<file path="src/rtl/fdiv_pkg.sv">
package fdiv_pkg;

  typedef enum logic [1:0] {
    ST_IDLE = 2'd0,
    ST_PREP = 2'd1,
    ST_STEP = 2'd2,
    ST_HOLD = 2'd3
  } fdiv_state_e;

  // One restoring step on a remainder of width 32: shift, trial subtract.
  function automatic logic [32:0] restore_step(input logic [31:0] rem,
                                               input logic [31:0] dsr);
    logic [31:0] shifted;
    logic        take;
    shifted = {rem[30:0], 1'b0};
    take    = (shifted >= dsr);
    return {take, take ? (shifted - dsr) : shifted};
  endfunction

endpackage

</file>
<file path="src/rtl/fdiv_ctrl.sv">
module fdiv_ctrl
  import fdiv_pkg::*;
#(
  parameter int STEPS = 15
) (
  input  logic clk,
  input  logic rst_n,
  input  logic in_valid,
  input  logic out_ready,
  output logic in_ready,
  output logic out_valid,
  output logic load_en,
  output logic step_en
);
  localparam int CNT_W = $clog2(STEPS + 1);
  localparam logic [CNT_W-1:0] LAST = CNT_W'(STEPS - 1);

  fdiv_state_e      state, state_nx;
  logic [CNT_W-1:0] cnt, cnt_nx;

  assign in_ready  = (state == ST_IDLE);
  assign out_valid = (state == ST_HOLD);
  assign load_en   = in_valid && in_ready;
  assign step_en   = (state == ST_STEP);

  always_comb begin
    state_nx = state;
    cnt_nx   = cnt;
    case (state)
      ST_IDLE: if (in_valid) state_nx = ST_PREP;
      ST_PREP: begin
        cnt_nx   = '0;
        state_nx = ST_STEP;
      end
      ST_STEP: begin
        if (cnt == LAST) state_nx = ST_HOLD;
        else             cnt_nx   = cnt + 1'b1;
      end
      ST_HOLD: if (out_ready) state_nx = ST_IDLE;
      default: state_nx = ST_IDLE;
    endcase
  end

  always_ff @(posedge clk or negedge rst_n) begin
    if (!rst_n) begin
      state <= ST_IDLE;
      cnt   <= '0;
    end else begin
      state <= state_nx;
      cnt   <= cnt_nx;
    end
  end
endmodule

</file>
<file path="src/rtl/fdiv_classify.sv">
module fdiv_classify #(
  parameter int DATA_W = 16
) (
  input  logic              clk,
  input  logic              rst_n,
  input  logic              load_en,
  input  logic [DATA_W-1:0] num,
  input  logic [DATA_W-1:0] den,
  output logic              same_ops,
  output logic              zero_den
);
  always_ff @(posedge clk or negedge rst_n) begin
    if (!rst_n) begin
      same_ops <= 1'b0;
      zero_den <= 1'b0;
    end else if (load_en) begin
      same_ops <= (num == den);
      zero_den <= (den == '0) && (num != '0);
    end
  end
endmodule

</file>
<file path="src/rtl/fdiv_datapath.sv">
module fdiv_datapath
  import fdiv_pkg::*;
#(
  parameter int DATA_W = 16,
  parameter int ACC_W  = 32
) (
  input  logic              clk,
  input  logic              rst_n,
  input  logic              load_en,
  input  logic              step_en,
  input  logic [DATA_W-1:0] num,
  input  logic [DATA_W-1:0] den,
  output logic [DATA_W-1:0] quo
);
  logic [ACC_W-1:0] rem, dsr;
  logic [32:0]      nxt;
  logic [31:0]      rem32, dsr32;

  generate
    if (ACC_W >= 32) begin : g_wide
      assign rem32 = rem[31:0];
      assign dsr32 = dsr[31:0];
    end else begin : g_narrow
      assign rem32 = {{(32-ACC_W){1'b0}}, rem};
      assign dsr32 = {{(32-ACC_W){1'b0}}, dsr};
    end
  endgenerate

  assign nxt = restore_step(rem32, dsr32);

  always_ff @(posedge clk or negedge rst_n) begin
    if (!rst_n) begin
      rem <= '0;
      dsr <= '0;
      quo <= '0;
    end else if (load_en) begin
      rem <= ACC_W'(num);
      dsr <= ACC_W'(den);
      quo <= '0;
    end else if (step_en) begin
      rem <= ACC_W'(nxt[31:0]);
      quo <= {quo[DATA_W-2:0], nxt[32]};
    end
  end
endmodule

</file>
<file path="src/rtl/frac_div.sv">
module frac_div #(
  parameter int DATA_W = 16,
  parameter int ACC_W  = 32
) (
  input  logic              clk,
  input  logic              rst_n,
  input  logic              in_valid,
  output logic              in_ready,
  input  logic [DATA_W-1:0] in_num,
  input  logic [DATA_W-1:0] in_den,
  output logic              out_valid,
  input  logic              out_ready,
  output logic [DATA_W-1:0] out_q,
  output logic              out_err
);
  localparam int STEPS = DATA_W - 1;
  localparam logic [DATA_W-1:0] SAT_Q = {1'b0, {(DATA_W-1){1'b1}}};

  logic load_en, step_en, same_ops, zero_den;
  logic [DATA_W-1:0] quo;

  fdiv_ctrl #(.STEPS(STEPS)) u_ctrl (
    .clk(clk), .rst_n(rst_n), .in_valid(in_valid), .out_ready(out_ready),
    .in_ready(in_ready), .out_valid(out_valid),
    .load_en(load_en), .step_en(step_en)
  );

  fdiv_classify #(.DATA_W(DATA_W)) u_cls (
    .clk(clk), .rst_n(rst_n), .load_en(load_en),
    .num(in_num), .den(in_den),
    .same_ops(same_ops), .zero_den(zero_den)
  );

  fdiv_datapath #(.DATA_W(DATA_W), .ACC_W(ACC_W)) u_dp (
    .clk(clk), .rst_n(rst_n), .load_en(load_en), .step_en(step_en),
    .num(in_num), .den(in_den), .quo(quo)
  );

  assign out_q   = (same_ops || zero_den) ? SAT_Q : quo;
  assign out_err = out_valid && zero_den;
endmodule

</file>
<file path="config.mk">
export PLATFORM = sky130hd
export DESIGN_NAME = frac_div
export DESIGN_NICKNAME = d
export VERILOG_FILES = /design/src/rtl/fdiv_pkg.sv /design/src/rtl/fdiv_ctrl.sv /design/src/rtl/fdiv_classify.sv /design/src/rtl/fdiv_datapath.sv /design/src/rtl/frac_div.sv
export SDC_FILE = /design/constraint.sdc
export NUM_CORES = 1
export LEC_CHECK = 0
export ABC_AREA = 1
export BUFFER_PORTS_ARGS = -buffer_cell sky130_fd_sc_hd__buf_4
export CAP_MARGIN = 15
export CORE_MARGIN = 1
export CORE_UTILIZATION = 35
export DETAILED_ROUTE_END_ITERATION = 10
export HOLD_SLACK_MARGIN = 0.02
export MAX_ROUTING_LAYER = met4
export SYNTH_ARGS = -nofsm -noshare
export SYNTH_HDL_FRONTEND = slang
export SYNTH_SLANG_ARGS = --single-unit
export TNS_END_PERCENT = 100
</file>
<file path="constraint.sdc">
create_clock -name clk -period 3.2 [get_ports clk]
set_clock_uncertainty 0.05 [all_clocks]
set_input_delay 0.16 -clock clk [delete_from_list [all_inputs] [get_ports clk]]
set_output_delay 0.16 -clock clk [all_outputs]
set_load 0.02 [all_outputs]
</file>
==> results of run 1 <==
## cells by family after synthesis
logic type,synth area share (%)
and+or+nand+nor,34.7
adders and majority gates,5.57
buffers and inverters,11.9
xor gates and xnor gates,2.97
DFF,33.5
AOI/OAI and AO/OA,11.3
## cell type report
class                      instances  area (um^2)
clock buffer                       9          225
fill                            1573         8420
timing repair buffer              65          503
clock inverter                     7         55.1
inverter                         142          536
tap                              184          230
multi-input combinational        565         2890
sequential                        71         1780
## sequential cells by signal, indices dropped and copies added (netlist names)
name and cells:
u_dp.rem 31, u_dp.dsr 16, u_dp.quo 16, u_ctrl.cnt 4, u_ctrl.state 2, u_cls.same_ops 1, u_cls.zero_den 1
## worst max-delay path: cells and delay by family (launching register included)
kind,cells,cell delay (ps)
DFF,1,320
adders and majority gates,1,520
and+or+nand+nor,7,1090
buffers and inverters,2,530
AOI/OAI and AO/OA,1,80
## metrics by stage
step	hold WS [ps]	area (um^2)	utilization [%]
finish	32.2	6220	42.5
global route	40.6	6220	42.5
CTS	25.4	6220	42.5
detailed placement	323	5880	40.1
global placement	332	5880	40.1
floorplan	-186	5300	-
## cell usage in the layout, fill, tap and decap left out, drive strengths merged, types with 7 or more instances in the layout
cell type  Yosys  final
xor2           8      8
o21ai         48     48
clkbuf        10      9
dfrtp         71     71
o21bai        11     11
nor2          53     53
o22ai         20     20
nor3          16     16
buf            8     59
nand4         14     14
xnor2         10     10
ha            22     22
nand3         60     60
inv          141    144
nor4           7      7
a21oi         15     15
nand2        266    266
## report_power, final
group	internal, W	switching (W)	leakage, nW
Sequential	0.00126	0.000229	0.918
Combinational	0.00164	0.00316	2.29
Clock	0.000532	0.000423	0.133
## timing repair
| item | CTS | global route |
|---|---|---|
| hold buffers | 6 | 0 |
| endpoints found under the hold margin | 76 | 0 |
| buffers inserted | 0 | 0 |
## worst paths after layout
check	to	from	slack [ps]	depth (start not counted)
worst max register to register	u_dp.rem[18]$_DFFE_PN0P_	u_dp.dsr[0]$_DFFE_PN0P_	450	11
min in group asynchronous	u_dp.quo[2]$_DFFE_PN0P_	rst_n	460	2
worst max-delay path	u_dp.rem[18]$_DFFE_PN0P_	u_dp.dsr[0]$_DFFE_PN0P_	450	11
max in group asynchronous	u_dp.dsr[13]$_DFFE_PN0P_	rst_n	2030	2
worst min register to register	u_dp.dsr[13]$_DFFE_PN0P_	u_dp.dsr[13]$_DFFE_PN0P_	430	2
worst min-delay path	u_dp.dsr[3]$_DFFE_PN0P_	in_den[3]	30	3
## metal layers
| layer | GRT usage [%] | up-vias |
|---|---|---|
| met4 | 6.10 | 0 |
| li1 | - | 2652 |
| met1 | 28.0 | 2328 |
| met3 | 3.64 | 17 |
| met5 | - | - |
| met2 | 32.1 | 102 |
==> flow_metrics.tcl, run 1 <==
set metrics [dict create \
    avgSynthCellArea_um2 6.66 \
    synthTopCellsByArea "dfrtp_1, nand2_1, inv_1" \
    ys_seq_area_share_pct 33.5 \
    route.detailed.drc 0 \
    setup_viol 0 \
    start_util_pct 36.2 \
    finished_layout_cells 1043 \
    crit_type "flop to flop" \
    cellPowerDensity_mw_per_mm2 1160 \
    placed_cells 1021 \
    initialDrtViolationCount 271 \
    port-buffer-count 54 \
    ios 55 \
    fin_crit_period_ps 2750 \
    relSlewSlack_pct 36.7 \
    root_buffer "clkbuf_16" \
    worst_path_most_repeated_cell "nand3_1" \
    maxUsedRoutingLayer "met4" \
    syn-instance-count 796 \
    cts_made_buffers 9 \
    grt-ovfl-total 0 \
    crit_path_max_fanout 26 \
    antenna_violations_before_repair 0 \
    run_status "finished clean" \
    detailedPlace.worstSlack_ps 433 \
    slowest_stage "fa_1" \
    met3_wirelength_from_detailed_routing_um 594 \
    met2WireLength_um 6520 \
    worst-endpoint-arrival_ps 2890 \
    synth.most_common_cell "nand2_1" \
    metal_1_wl_um 7430 \
    clock.fmax_ghz 0.363 \
    routed-via-count 5099 \
    setup_repair_after_global_routing_missed_its_margin "no" \
    worstHoldPathType "primary input to flop" \
    die_width_um 125 \
    grt_max_degree 72 \
    worstSetupStartpointType "flop" \
    synth_area_mm2 0.00530 \
    layout-drive-gt1-share_pct 12.1 \
    yosysTopAreaCellShare_pct 33.5 \
    timing.critical_path.required_ps 3340 \
    synthDistinctLibCells 40 \
    post_layout_net_count 913 \
    vias_in_the_first_global_route 4999 \
    hpwlAfterDp_um 11200 \
    rows 44 \
    clkTransAtPathRegs_ps 60 \
    drt.antenna.violating_nets 0 \
    grt_usage_pct 20.8 \
    postSynth.asyncResetShare_pct 100 \
    total_power_w 0.00724 \
    globalplace.congestion 0.980 \
    worstPathCellList "inv_1 -> fa_1 -> nand3_1 -> nand3_1 -> nand2_1 -> nand2_2 -> nand2_2 -> nand3_2 -> buf_4 -> nand3_1 -> o21ai_0" \
    synth_warnings 0 \
    report.final.slew_viol_count 0 \
    postSynthNetCount 855 \
    ys_ff_latch 71 \
    synth-edff-count 0 \
    numClockSinks 71 \
    period_share_pct 86.0 \
    critical_path.endpoint_type "flop" \
    tightestPinTransition_ps 950 \
    cts-htree-levels 3 \
    critical_path.max_stage_delay_ps 520 \
    drt-total-wl_um 14800 \
    synth.largest_area_cell "dfrtp_1" \
    grt_first_pass_wirelength_um 25100 \
    areaGrowthSynthToFinish_pct 17.4 \
    finalWorstSetupSlack_ps 448 \
    leakagePower_nw 3.34 \
    clock_tree_from_tritoncts "yes" \
    via_per_inst 4.89 \
    die_height_um 125 \
    vdd_drop_max_mv 0.713 \
    synth_flop_cell "dfrtp_1" \
    post_cts_resize_count 0 \
    area_of_the_core_region_mm2 0.0146 \
    antennaDiodeCount 0 \
    max_cap_viol_count 0 \
    drt_first_pass_iters 5 \
    floorplan.die_area_mm2 0.0156 \
    report.final.hold_viol_count 0 \
    post_synth_most_frequent_cells "nand2_1, inv_1, dfrtp_1, nand3_1, nor2_1" \
    worstSkewPairLatency_ps 350 \
    setup_total_negative_slack_ps 0 \
    maximum_buffer_depth_of_the_clock_tree 2 \
    wl_per_cell_um 14.2 \
]
Power figures use the tool's default switching activity.
==> run 2, diff against run 1 <==
ABC_AREA = unset   (was 1)
==> run 2 against run 1 <==
Compared with the run above:
- flip-flop and latch count is the same
- clock-buffer cell count is the same
- routed wire length shrank 12%
- clock power grew 8%
- setup slack lost 130 ps
- core utilization grew 2.2 points
- power shrank 13%
- first-iteration DRC count grew 5.2%
- sequential share of layout area grew 2.5 points
- sequential power grew 5%
- critical path depth shrank 3
- global-route usage shrank 0.72 points
- critical path type unchanged
- critical endpoint is now u_dp.rem[19]$_DFFE_PN0P_
- largest power group unchanged
- highest routed layer unchanged
==> flow_metrics.tcl, run 2 <==
set metrics [dict create \
    total_power_w 0.00633 \
    postSynth.asyncResetShare_pct 100 \
    numClockSinks 71 \
    rows 41 \
    avgSynthCellArea_um2 8.60 \
    vdd_drop_max_mv 0.506 \
    worstHoldPathType "primary input to flop" \
    layout.cells.most_common_list "dfrtp_1, buf_4, o21ai_0" \
    worstPathCellList "ha_1 -> nand4_1 -> nor4_1 -> or3_4 -> nor3_4 -> buf_12 -> or4_2 -> a31oi_1" \
    netSwitchingFraction_pct 46.1 \
    layout_commonest_cell "dfrtp_1" \
    clock.fmax_ghz 0.347 \
    buf_inv_on_cp 1 \
    finished_layout_cells 785 \
    layout-drive-gt1-share_pct 15.8 \
    internal_power_w 0.00341 \
    post_layout_net_count 667 \
    antennaDiodeCount 0 \
    num-fill-cells 1295 \
    final_design_area_no_fill_mm2 0.00573 \
    pwr-share-seq_pct 24.6 \
    report.final.hold_viol_count 0 \
    placed_cells 753 \
    area_of_the_core_region_mm2 0.0128 \
    grt-ovfl-total 0 \
    start_util_pct 36.6 \
    cts.repair_timing.setup_buffer_count 0 \
    route.detailed.drc 0 \
    cts_made_buffers 9 \
    die_width_um 118 \
    setup_viol 0 \
    areaGrowthSynthToFinish_pct 22.0 \
    maximum_buffer_depth_of_the_clock_tree 2 \
    via_per_inst 5.48 \
    grt_first_pass_wirelength_um 21800 \
    period_share_pct 90.2 \
    drt_first_pass_iters 5 \
    clock_tree_from_tritoncts "yes" \
    initialDrtViolationCount 285 \
    registers.top_by_ff_count "u_dp.rem" \
    port-buffer-count 54 \
    critical_path.endpoint_type "flop" \
    post_cts_resize_count 0 \
    globalplace.congestion 0.894 \
    leakagePower_nw 2.57 \
    ios 55 \
    worstSetupStartpointType "flop" \
    fin_crit_period_ps 2890 \
    wl_per_cell_um 16.6 \
    combinationalPowerShare_pct 59.1 \
    report.final.slew_viol_count 0 \
    synth.largest_area_cell "dfrtp_1" \
    antenna_violations_before_repair 0 \
    synth_area_mm2 0.00469 \
    clkTransAtPathRegs_ps 60 \
    synth.most_common_cell "dfrtp_1" \
    post_dp_cell_area_mm2 0.00526 \
    routed-via-count 4304 \
    run_status "finished clean" \
    worstSkewPairLatency_ps 340 \
    cts-htree-levels 3 \
    cellPowerDensity_mw_per_mm2 1100 \
    slowest_stage "or4_2" \
    grt_max_degree 72 \
    ys_ff_latch 71 \
    drt-total-wl_um 13100 \
    yosysTopAreaCellShare_pct 37.9 \
    setup_repair_after_global_routing_missed_its_margin "no" \
    syn-instance-count 546 \
    synth_flop_cell "dfrtp_1" \
    postSynthNetCount 605 \
    post_synth_most_frequent_cells "dfrtp_1, o21ai_0, nand2_1, nor2_1, a21oi_1" \
    clockPowerShare_pct 16.3 \
    hpwlAfterDp_um 9420 \
    max_cap_viol_count 0 \
    post_cts_hold_buffer_count 16 \
    floorplan.die_area_mm2 0.0139 \
    vias_in_the_first_global_route 4310 \
    die_height_um 118 \
    biggest_regs "u_dp.rem: 31 flops, u_dp.dsr: 16 flops, u_dp.quo: 16 flops" \
    root_buffer "clkbuf_16" \
    timing.critical_path.required_ps 3410 \
    switchingPower_w 0.00292 \
    largest_reg_flops 31 \
    critPathTopFamily "simple AND/OR/NAND/NOR gates" \
    synthDistinctLibCells 57 \
    drt.antenna.violating_nets 0 \
    critical_path.max_stage_delay_ps 650 \
    synth-edff-count 0 \
    relSlewSlack_pct 37.9 \
    crit_type "flop to flop" \
    worst-endpoint-arrival_ps 3090 \
    tightestPinTransition_ps 932 \
    synthTopCellsByArea "dfrtp_1, ha_1, o21ai_0" \
    synth_warnings 0 \
    ys_seq_area_share_pct 37.9 \
    grt_usage_pct 20.1 \
    crit_path_max_fanout 27 \
    setup_total_negative_slack_ps 0 \
]
-- run 2: area by class of cell --
| type | instances | area (um^2) | share of cell area, % |
|---|---|---|---|
| Clock buffer | 9 | 225 | 3.93 |
| Clock inverter | 7 | 77.6 | 1.35 |
| Inverter | 24 | 90.1 | 1.57 |
| Multi-Input combinational cell | 421 | 2680 | 46.8 |
| Sequential cell | 71 | 1780 | 31.0 |
| Tap cell | 172 | 215 | 3.76 |
| Timing Repair Buffer | 81 | 661 | 11.5 |
-- run 2: kinds of logic (layout without fill, tap and decap cells) --
group	count (synthesis)	after routing	synth area share (%)
AO/OA/AOI/OAI	150	150	19.4
adder cells (fa/ha/maj)	23	23	6.29
multiplexers	15	15	3.20
buffers and inverters	54	121	5.09
AND/OR/NAND/NOR	198	198	21.6
flip-flops	71	71	37.9
XOR/XNOR	35	35	6.53
-- run 2: path summary, 6_finish.rpt --
check	slack [ps]	start	depth (start not counted)	endpoint
min	30	in_den[8]	3	u_dp.dsr[8]$_DFFE_PN0P_
max reg2reg	310	u_dp.rem[9]$_DFFE_PN0P_	8	u_dp.rem[19]$_DFFE_PN0P_
min reg2reg	470	u_dp.quo[15]$_DFFE_PN0P_	2	u_dp.quo[15]$_DFFE_PN0P_
max in group asynchronous	2020	rst_n	2	u_ctrl.cnt[1]$_DFFE_PN0P_
max	310	u_dp.rem[9]$_DFFE_PN0P_	8	u_dp.rem[19]$_DFFE_PN0P_
min in group asynchronous	460	rst_n	2	u_dp.rem[24]$_DFFE_PN0P_
-- run 2: worst min-delay path, delay by kind of cell --
kind | cells | cell delay (ps)
AO/OA/AOI/OAI | 1 | 60
buffers and inverters | 1 | 100
AND/OR/NAND/NOR | 1 | 40
-- run 2: through the flow --
step	hold slack, ps	util (%)	setup slack [ps]
final	25.2	44.7	315
after global routing	38.0	44.7	75.0
after CTS	20.0	44.7	314
after detailed placement	311	41.0	323
after global placement	305	41.0	401
after floorplan	-186	-	516
-- run 2: power groups by stage --
stage / sequential (W) / combinational [W] / clock [W]
2_1_floorplan: 0.00148 / 0.00285 / 0
4_1_cts: 0.00155 / 0.00373 / 0.00105
5_1_grt: 0.00160 / 0.00418 / 0.00108
3_3_place_gp: 0.00155 / 0.00364 / 0
6_report: 0.00156 / 0.00374 / 0.00103
3_5_place_dp: 0.00156 / 0.00370 / 0
-- run 2: per-layer routing --
layer  wire length [um]  track usage [%]
met1               6170             26.8
met2               6230             32.1
met3                575             2.86
met4                 91             5.05
met5                  0                -
